File: config.mk
export PLATFORM = sky130hd
export DESIGN_NAME = sram_set_decoder
export DESIGN_NICKNAME = d
export VERILOG_FILES = /design/src/rtl/sram_dec_pkg.sv /design/src/rtl/sram_linear_dec.sv /design/src/rtl/sram_map_dec.sv /design/src/rtl/sram_out_stage.sv /design/src/rtl/sram_set_decoder.sv
export SDC_FILE = /design/constraint.sdc
export NUM_CORES = 1
export LEC_CHECK = 0
export ABC_AREA = 1
export BUFFER_PORTS_ARGS = -buffer_cell sky130_fd_sc_hd__clkbuf_2
export CAP_MARGIN = 5
export CELL_PAD_IN_SITES_DETAIL_PLACEMENT = 0
export CELL_PAD_IN_SITES_GLOBAL_PLACEMENT = 2
export CORE_MARGIN = 10
export CORE_UTILIZATION = 25
export DETAILED_ROUTE_END_ITERATION = 10
export GPL_ROUTABILITY_DRIVEN = 0
export PLACE_DENSITY = 0.89
export SLEW_MARGIN = 20
export SYNTH_ARGS = -nofsm -noshare
export SYNTH_HDL_FRONTEND = slang
export SYNTH_HIERARCHICAL = 1
export SYNTH_SLANG_ARGS = --single-unit
File: constraint.sdc
create_clock -name clk -period 1.35 [get_ports clk]
set_input_delay 0.27 -clock clk [delete_from_list [all_inputs] [get_ports clk]]
set_output_delay 0.27 -clock clk [all_outputs]
set_load 0.01 [all_outputs]
File: src/rtl/sram_dec_pkg.sv
package sram_dec_pkg;

  typedef struct packed {
    logic lo;
    logic hi;
  } lane_t;

  // Byte lanes of a 16-bit access: low on even address, high on enable.
  function automatic lane_t lanes_of(input logic a0, input logic bhe_n);
    lane_t l;
    l.lo = ~a0;
    l.hi = ~bhe_n;
    return l;
  endfunction

  // A claim only counts for dual-role banks while expanded mode is on.
  function automatic logic claim_effective(input logic ems_mode,
                                           input logic claim_bit,
                                           input logic is_dual);
    return ems_mode & claim_bit & is_dual;
  endfunction

endpackage

File: src/rtl/sram_linear_dec.sv
module sram_linear_dec
  import sram_dec_pkg::*;
#(
  parameter int SET_W = 3,
  parameter int FIRST_DUAL = 4,
  parameter logic [(1<<SET_W)-1:0] POPULATED = '1
) (
  input  logic                     req,
  input  logic [SET_W-1:0]         set_idx,
  input  logic                     ems_mode,
  input  logic [(1<<SET_W)-1:0]    ems_claim,
  output logic [(1<<SET_W)-1:0]    lin_hit,
  output logic [(1<<SET_W)-1:0]    usable
);
  localparam int N_SETS = 1 << SET_W;

  for (genvar i = 0; i < N_SETS; i++) begin : g_set
    localparam logic IS_DUAL = (i >= FIRST_DUAL);
    logic withdrawn;
    always_comb begin
      withdrawn  = claim_effective(ems_mode, ems_claim[i], IS_DUAL);
      usable[i]  = POPULATED[i] & ~withdrawn;
      lin_hit[i] = req & (set_idx == SET_W'(i)) & usable[i];
    end
  end

endmodule

File: src/rtl/sram_map_dec.sv
module sram_map_dec
  import sram_dec_pkg::*;
#(
  parameter int SET_W = 3,
  parameter int FIRST_DUAL = 4,
  parameter logic [(1<<SET_W)-1:0] POPULATED = '1
) (
  input  logic                     map_req,
  input  logic [SET_W-1:0]         map_set,
  input  logic                     ems_mode,
  input  logic [(1<<SET_W)-1:0]    ems_claim,
  output logic [(1<<SET_W)-1:0]    map_hit
);
  localparam int N_SETS = 1 << SET_W;

  for (genvar i = 0; i < N_SETS; i++) begin : g_set
    localparam logic IS_DUAL = (i >= FIRST_DUAL);
    always_comb
      map_hit[i] = map_req & (map_set == SET_W'(i)) & POPULATED[i]
                   & claim_effective(ems_mode, ems_claim[i], IS_DUAL);
  end

endmodule

File: src/rtl/sram_out_stage.sv
module sram_out_stage
  import sram_dec_pkg::*;
#(
  parameter int N_SETS = 8,
  parameter int WORD_W = 20
) (
  input  logic              clk,
  input  logic              rst_n,
  input  logic [N_SETS-1:0] sel_d,
  input  lane_t             lanes_d,
  input  logic [N_SETS-1:0] usable_d,
  input  logic [WORD_W-1:0] word_d,
  output logic [N_SETS-1:0] cs_lo,
  output logic [N_SETS-1:0] cs_hi,
  output logic              claimed,
  output logic [N_SETS-1:0] xms_usable,
  output logic [WORD_W-1:0] word_addr
);
  always_ff @(posedge clk) begin
    if (!rst_n) begin
      cs_lo      <= '0;
      cs_hi      <= '0;
      claimed    <= 1'b0;
      xms_usable <= '0;
      word_addr  <= '0;
    end else begin
      cs_lo      <= sel_d & {N_SETS{lanes_d.lo}};
      cs_hi      <= sel_d & {N_SETS{lanes_d.hi}};
      claimed    <= |sel_d;
      xms_usable <= usable_d;
      word_addr  <= word_d;
    end
  end

endmodule

File: src/rtl/sram_set_decoder.sv
module sram_set_decoder
  import sram_dec_pkg::*;
#(
  parameter int ADDR_W = 24,
  parameter int SET_W = 3,
  parameter int FIRST_DUAL = 4,
  parameter logic [(1<<SET_W)-1:0] POPULATED = 8'b0011_0001
) (
  input  logic                     clk,
  input  logic                     rst_n,
  input  logic                     req,
  input  logic [ADDR_W-1:0]        addr,
  input  logic                     bhe_n,
  input  logic                     map_req,
  input  logic [SET_W-1:0]         map_set,
  input  logic                     ems_mode,
  input  logic [(1<<SET_W)-1:0]    ems_claim,
  output logic [(1<<SET_W)-1:0]    cs_lo,
  output logic [(1<<SET_W)-1:0]    cs_hi,
  output logic                     claimed,
  output logic [(1<<SET_W)-1:0]    xms_usable,
  output logic [ADDR_W-SET_W-2:0]  word_addr
);
  localparam int N_SETS = 1 << SET_W;
  localparam int WORD_W = ADDR_W - SET_W - 1;

  logic [SET_W-1:0]  set_idx;
  logic [N_SETS-1:0] lin_hit;
  logic [N_SETS-1:0] map_hit;
  logic [N_SETS-1:0] usable_d;
  logic [N_SETS-1:0] sel_d;   // bank chosen this cycle, brought out for checks
  lane_t             lanes_d;

  assign set_idx = addr[ADDR_W-1 -: SET_W];
  assign lanes_d = lanes_of(addr[0], bhe_n);
  // Mapper access owns the cycle; linear decode is dropped.
  assign sel_d   = map_req ? map_hit : lin_hit;

  sram_linear_dec #(.SET_W(SET_W), .FIRST_DUAL(FIRST_DUAL), .POPULATED(POPULATED)) u_lin (
    .req(req), .set_idx(set_idx), .ems_mode(ems_mode), .ems_claim(ems_claim),
    .lin_hit(lin_hit), .usable(usable_d)
  );

  sram_map_dec #(.SET_W(SET_W), .FIRST_DUAL(FIRST_DUAL), .POPULATED(POPULATED)) u_map (
    .map_req(map_req), .map_set(map_set), .ems_mode(ems_mode), .ems_claim(ems_claim),
    .map_hit(map_hit)
  );

  sram_out_stage #(.N_SETS(N_SETS), .WORD_W(WORD_W)) u_out (
    .clk(clk), .rst_n(rst_n), .sel_d(sel_d), .lanes_d(lanes_d), .usable_d(usable_d),
    .word_d(addr[WORD_W:1]), .cs_lo(cs_lo), .cs_hi(cs_hi), .claimed(claimed),
    .xms_usable(xms_usable), .word_addr(word_addr)
  );

endmodule

==> results of run 1 <==
## synthesized netlist by cell type
cell     count
nand2_4      1
buf_4       18
inv_1       44
nor2_1      27
conb_1       3
buf_2        2
nor2_2       2
nand2_1     66
buf_6        1
dfxtp_1     45
inv_2        1
## registers in the layout, indices dropped and copies added (netlist names)
register	count
u_out/word_addr	20
u_out/cs_hi	8
u_out/cs_lo	8
u_out/xms_usable	8
u_out/claimed	1
## power by group through the flow
| stage | sequential (W) | clock [W] | combinational, W |
|---|---|---|---|
| 3_3_place_gp | 0.00143 | 0 | 0.000285 |
| 2_1_floorplan | 0.00147 | 0 | 0.000150 |
| 6_report | 0.00140 | 0.00116 | 0.000285 |
| 4_1_cts | 0.00140 | 0.00120 | 0.000287 |
| 5_1_grt | 0.00141 | 0.00126 | 0.000330 |
| 3_5_place_dp | 0.00144 | 0 | 0.000285 |
## kinds of logic (layout without fill, tap and decap cells)
logic type | Yosys count | in the layout
buf+inv | 66 | 135
other cells | 3 | 17
flops | 45 | 45
simple gates | 96 | 96
## layer usage
metal  vias up  GRT usage, %  wire, um
met5         -             0         0
met4         0          4.24        90
met3         5          4.26       487
met2        54          10.6      1570
met1       515          7.73      1540
li1        708             -         -
## through the flow
step	cell area, um2	hold slack, ns	utilization, %	worst slack (ns)	power (W)
2_1_floorplan	1660	0.368	-	0.424	0.00162
3_3_place_gp	2020	0.452	32.0	0.160	0.00172
3_5_place_dp	2020	0.456	32.0	0.161	0.00172
4_1_cts	2150	0.143	34.1	0.314	0.00289
5_1_grt	2150	0.154	34.1	0.282	0.00300
6_report	2150	0.155	34.1	0.338	0.00285
## layout make-up
type / count / area (um2)
Inverter: 45 / 169
Fill cell: 695 / 4160
Clock inverter: 3 / 65.1
Tap cell: 77 / 96.3
Sequential cell: 45 / 901
Multi-Input combinational cell: 113 / 437
Clock buffer: 5 / 68.8
Timing Repair Buffer: 82 / 418
## how the worst min path moves through the flow
stage	startpoint	cells past startpoint	to	slack [ns]
global route	addr[5]	3	u_out/word_addr[4]$_SDFF_PN0_	0.15
global placement	addr[5]	3	u_out/word_addr[4]$_SDFF_PN0_	0.45
CTS	addr[11]	3	u_out/word_addr[10]$_SDFF_PN0_	0.14
floorplan	addr[1]	2	u_out/word_addr[0]$_SDFF_PN0_	0.37
detailed placement	addr[2]	3	u_out/word_addr[1]$_SDFF_PN0_	0.46
finish	addr[11]	3	u_out/word_addr[10]$_SDFF_PN0_	0.15
==> results.txt, run 1 <==
Status - complete, no violations
RSZ-0062 raised after global routing - false
Pre-Repair DR Iteration Count - 4
Bufs on Longest Clock Path - 2
Worst setup SP type - flop
Final cell count without fillers - 370
Min-delay worst type - primary input to flop
Final worst path period share - 74.9%
Netlist Area Pre-Place - 0.00161 mm2
# port buffers - 79
Layout area overhead - 33.8%
Slowest CP cell - dfxtp_1
Vias - 1282
Power Dens Cells - 1320 mW/mm2
Largest net degree at the start of global routing - 18
Synth Area in Simple Gates - 23.2%
Total Die Area - 0.0101 mm2
CTS tree - built
Slowest stage delay, CP - 0.32 ns
CP required - 1.08 ns
Post-cts hold buffer count - 0
Worst-path cell chain - clkbuf_2
CTS H-tree depth - 2
Critical Path End - cs_hi[5]
Gate Count Post-Synth - 210
Setup violators final - 0
Io pins - 86
Min cycle time layout - 1.01 ns
Share of layout cells above drive strength 1 - 32.1%
CTS sink cnt - 45
Post-DR wirelength/cell - 9.96 um
Core Rows - 29
Main combinational cell family by area after synthesis - simple AND/OR/NAND/NOR gates
Nets - 333
# diodes - 0
Commonest non-fill, non-tap cell in the layout - clkbuf_2
Setup bufs post-CTS - 0
Buf/Inv on CP - 1
Remaining global-route overflow - 0
Mux share of post-synthesis cell area - 0%
Initial core utilization - 25.5%
Residual DRC count - 0
Clk pin slew, worst setup/hold paths - 0.08 ns
Combinational share of power - 10.0%
Post-CTS sizing - 0
Final WL - 3690 um
Initial antenna violation count - 0
Avg Synthesized Cell Area - 7.67 um2
Fmax - 0.988 GHz
Adder-cell share of the synthesized area - 0%
Synth Area in Compound Gates - 0%
Top cell type's share of synthesized area - 55.9%
Vias in the first global route - 1198
Commonest cells after routing, fill and taps aside - clkbuf_2, nand2_1, dfxtp_1
VDD IR-drop max - 908 uV
Sw Ratio - 21.2%
Max-cap check violation count - 0
Final Max Tran Viols - 0
LEAKAGE - 1.37 nW
Net Sw Power - 0.000605 W
Critical path depth - 1
Synth area leader - dfxtp_1
Core box area - 0.00631 mm2
Die Height - 100 um
Xor-xnor portion of the synthesized cell area - 0%
Synth unique cells - 11
Die width - 100 um
Initial DRC Count - 39
Worst setup path start - u_out/cs_hi[5]$_SDFF_PN0_
Inserted Clock Buffers - 5
Internal Pwr Total - 0.00224 W
Dpl hpwl - 3070 um
Global-route wire length before repair - 5690 um
DRT antenna net count - 0
Flop pwr share - 49.3%
Crit path kind - flop to output port
Sequential share of the synthesized area - 55.9%
Hold Vio Cnt, Final - 0
Total Routing Usage GR - 7.18%
Clk root buf - clkbuf_8
Fin Setup TNS - 0 ns
Clk network pwr share - 40.7%
Dpl cells - 362
Vias/cell - 3.46
Crit path DAT - 0.74 ns
Synth area leaders - dfxtp_1, nand2_1, inv_1
Worst-path maximum fanout - 1
CP endpoint kind - output port
YS warnings - 6
Top cell family by delay on the critical path - flip-flops
Seq cells post-synth - 45
No activity file was read; power rests on OpenSTA's default activity.
==> inputs of run 2 (changes only) <==
--- a/config.mk
+++ b/config.mk
@@ -11,10 +11,10 @@
 export CELL_PAD_IN_SITES_DETAIL_PLACEMENT = 0
 export CELL_PAD_IN_SITES_GLOBAL_PLACEMENT = 2
 export CORE_MARGIN = 10
-export CORE_UTILIZATION = 25
+export CORE_UTILIZATION = 23
 export DETAILED_ROUTE_END_ITERATION = 10
 export GPL_ROUTABILITY_DRIVEN = 0
-export PLACE_DENSITY = 0.89
+export PLACE_DENSITY = 0.83
 export SLEW_MARGIN = 20
 export SYNTH_ARGS = -nofsm -noshare
 export SYNTH_HDL_FRONTEND = slang
==> constraint.sdc (replaced) <==
create_clock -name clk -period 1 [get_ports clk]
set_input_delay 0.2 -clock clk [delete_from_list [all_inputs] [get_ports clk]]
set_output_delay 0.2 -clock clk [all_outputs]
set_load 0.01 [all_outputs]
==> results.txt, run 2 (synthesis results as in run 1) <==
Final core utilization - 31.9% (-2.3 points)
FILL cells - 748 (+7.6%)
Slowest CP cell - dfxtp_1
Final instance area - 0.00216 mm2 (+0.46%)
Total Die Area - 0.0107 mm2 (+6.9%)
Worst setup path start - u_out/xms_usable[4]$_SDFF_PN0_
Setup violators final - 0 (unchanged)
Total Routing Usage GR - 7.54% (+0.36 points)
Critical Path End - xms_usable[4]
CP endpoint kind - output port
Vias - 1306 (+1.9%)
Buf/Inv on CP - 1 (unchanged)
Post-DR wirelength/cell - 9.69 um (-2.8%)
Biggest register - u_out/word_addr
Initial antenna violation count - 0 (unchanged)
Min-delay worst type - primary input to flop
Die Height - 104 um (+3.4%)
Dpl cell area - 0.00208 mm2 (+3.0%)
Global-route wire length before repair - 6700 um (+18%)
CTS sink cnt - 45 (unchanged)
Share of layout cells above drive strength 1 - 32.9% (+0.80 points)
Inserted Clock Buffers - 5 (unchanged)
Top cell family by delay on the critical path - flip-flops
Power Dens Cells - 1550 mW/mm2 (+17%)
Max-cap check violation count - 0 (unchanged)
DP Worst Slack - -0.0837 ns (-0.245 ns)
Max reg flops - 20 (unchanged)
Initial DRC Count - 58 (+49%)
Fin Setup TNS - 0 ns (unchanged)
Bufs on Longest Clock Path - 2 (unchanged)
Fmax - 1.06 GHz
Remaining global-route overflow - 0 (unchanged)
Layout area overhead - 34.4%
Vias in the first global route - 1400 (+17%)
Pre-Repair DR Iteration Count - 2 (-2)
Critical path depth - 1 (unchanged)
Final WL - 3820 um (+3.5%)
Vias/cell - 3.31 (-4.3%)
Commonest cells after routing, fill and taps aside - clkbuf_2, nand2_1, dfxtp_1
Commonest non-fill, non-tap cell in the layout - clkbuf_2
Hold Vio Cnt, Final - 0 (unchanged)
# diodes - 0 (unchanged)
# port buffers - 79 (unchanged)
Worst-path cell chain - clkbuf_2
Post-route total power - 0.00334 W (+17%)
VDD IR-drop max - 429 uV (-53%)
RSZ-0062 raised after global routing - false
Final worst path period share - 94.2%
Largest net degree at the start of global routing - 17 (-1)
Io pins - 86 (unchanged)
Status - complete, no violations
Worst-path maximum fanout - 1 (unchanged)
Crit path DAT - 0.74 ns (about the same)
Clk pin slew, worst setup/hold paths - 0.08 ns (about the same)
Clk root buf - clkbuf_8
Worst setup SP type - flop
LEAKAGE - 1.37 nW (+0.11%)
Setup WS post-layout - 0.0584 ns (-0.280 ns)
Initial core utilization - 23.7% (-1.8 points)
Setup bufs post-CTS - 0 (unchanged)
CP required - 0.80 ns (-0.28 ns)
Core Rows - 30 (+3.4%)
Crit path kind - flop to output port
DRT antenna net count - 0 (unchanged)
Final Max Tran Viols - 0 (unchanged)
CTS tree - built
Min cycle time layout - 0.942 ns
CTS H-tree depth - 2 (unchanged)
Dpl hpwl - 3170 um (+3.2%)
Slowest stage delay, CP - 0.32 ns (about the same)
Nets - 338 (+1.5%)
Core box area - 0.00679 mm2 (+7.6%)
Die width - 104 um (+3.4%)
Residual DRC count - 0 (unchanged)
-- run 2: cell count changes in the layout (fill, tap and decap cells not counted), sizes merged --
cell	delta
bufinv	-2
clkinv	+1
buf	+7
clkbuf	-1
-- run 2: how the worst min path moves through the flow --
stage,slack [ns],cells past startpoint,to,startpoint
after floorplan,0.30,2,u_out/word_addr[0]$_SDFF_PN0_,addr[1]
after global placement,0.38,3,u_out/word_addr[4]$_SDFF_PN0_,addr[5]
after detailed placement,0.39,3,u_out/word_addr[0]$_SDFF_PN0_,addr[1]
after CTS,0.08,3,u_out/word_addr[12]$_SDFF_PN0_,addr[13]
after global routing,0.07,3,u_out/word_addr[13]$_SDFF_PN0_,addr[14]
final,0.09,3,u_out/word_addr[18]$_SDFF_PN0_,addr[19]
-- run 2: power breakdown --
part / internal, W / switching (W) / leakage [nW] / total (W)
sequential: 0.00188 / 0.0000193 / 0.372 / 0.00189
clock: 0.000484 / 0.000565 / 0.0450 / 0.00105
combinational: 0.000174 / 0.000228 / 0.951 / 0.000402
-- run 2: per-layer routing --
layer	routed length, um	GRT usage, %
met2	1660	11.8
met1	1780	8.62
met5	0	0
met3	294	3.04
met4	86	3.88
-- run 2: repair_timing --
item                                    4_1_cts  5_1_grt
hold buffers                                  0        0
resized for setup                             0        2
endpoints found under the setup margin        0        2
-- run 2: through the flow --
step | hold WS (ns) | cells
after detailed placement | 0.387 | 386
after global placement | 0.383 | 386
after floorplan | 0.298 | 224
after global routing | 0.0746 | 394
after CTS | 0.0784 | 394
final | 0.0866 | 394
-- run 2: area by class of cell --
| type | count | area [um2] | area share [%] |
|---|---|---|---|
| Clock buffer | 6 | 72.6 | 3.35 |
| Clock inverter | 2 | 10.0 | 0.462 |
| Tap cell | 96 | 120 | 5.55 |
| Timing Repair Buffer | 87 | 455 | 21.0 |
| Inverter | 45 | 169 | 7.80 |
| Multi-Input combinational cell | 113 | 437 | 20.2 |
| Sequential cell | 45 | 901 | 41.6 |
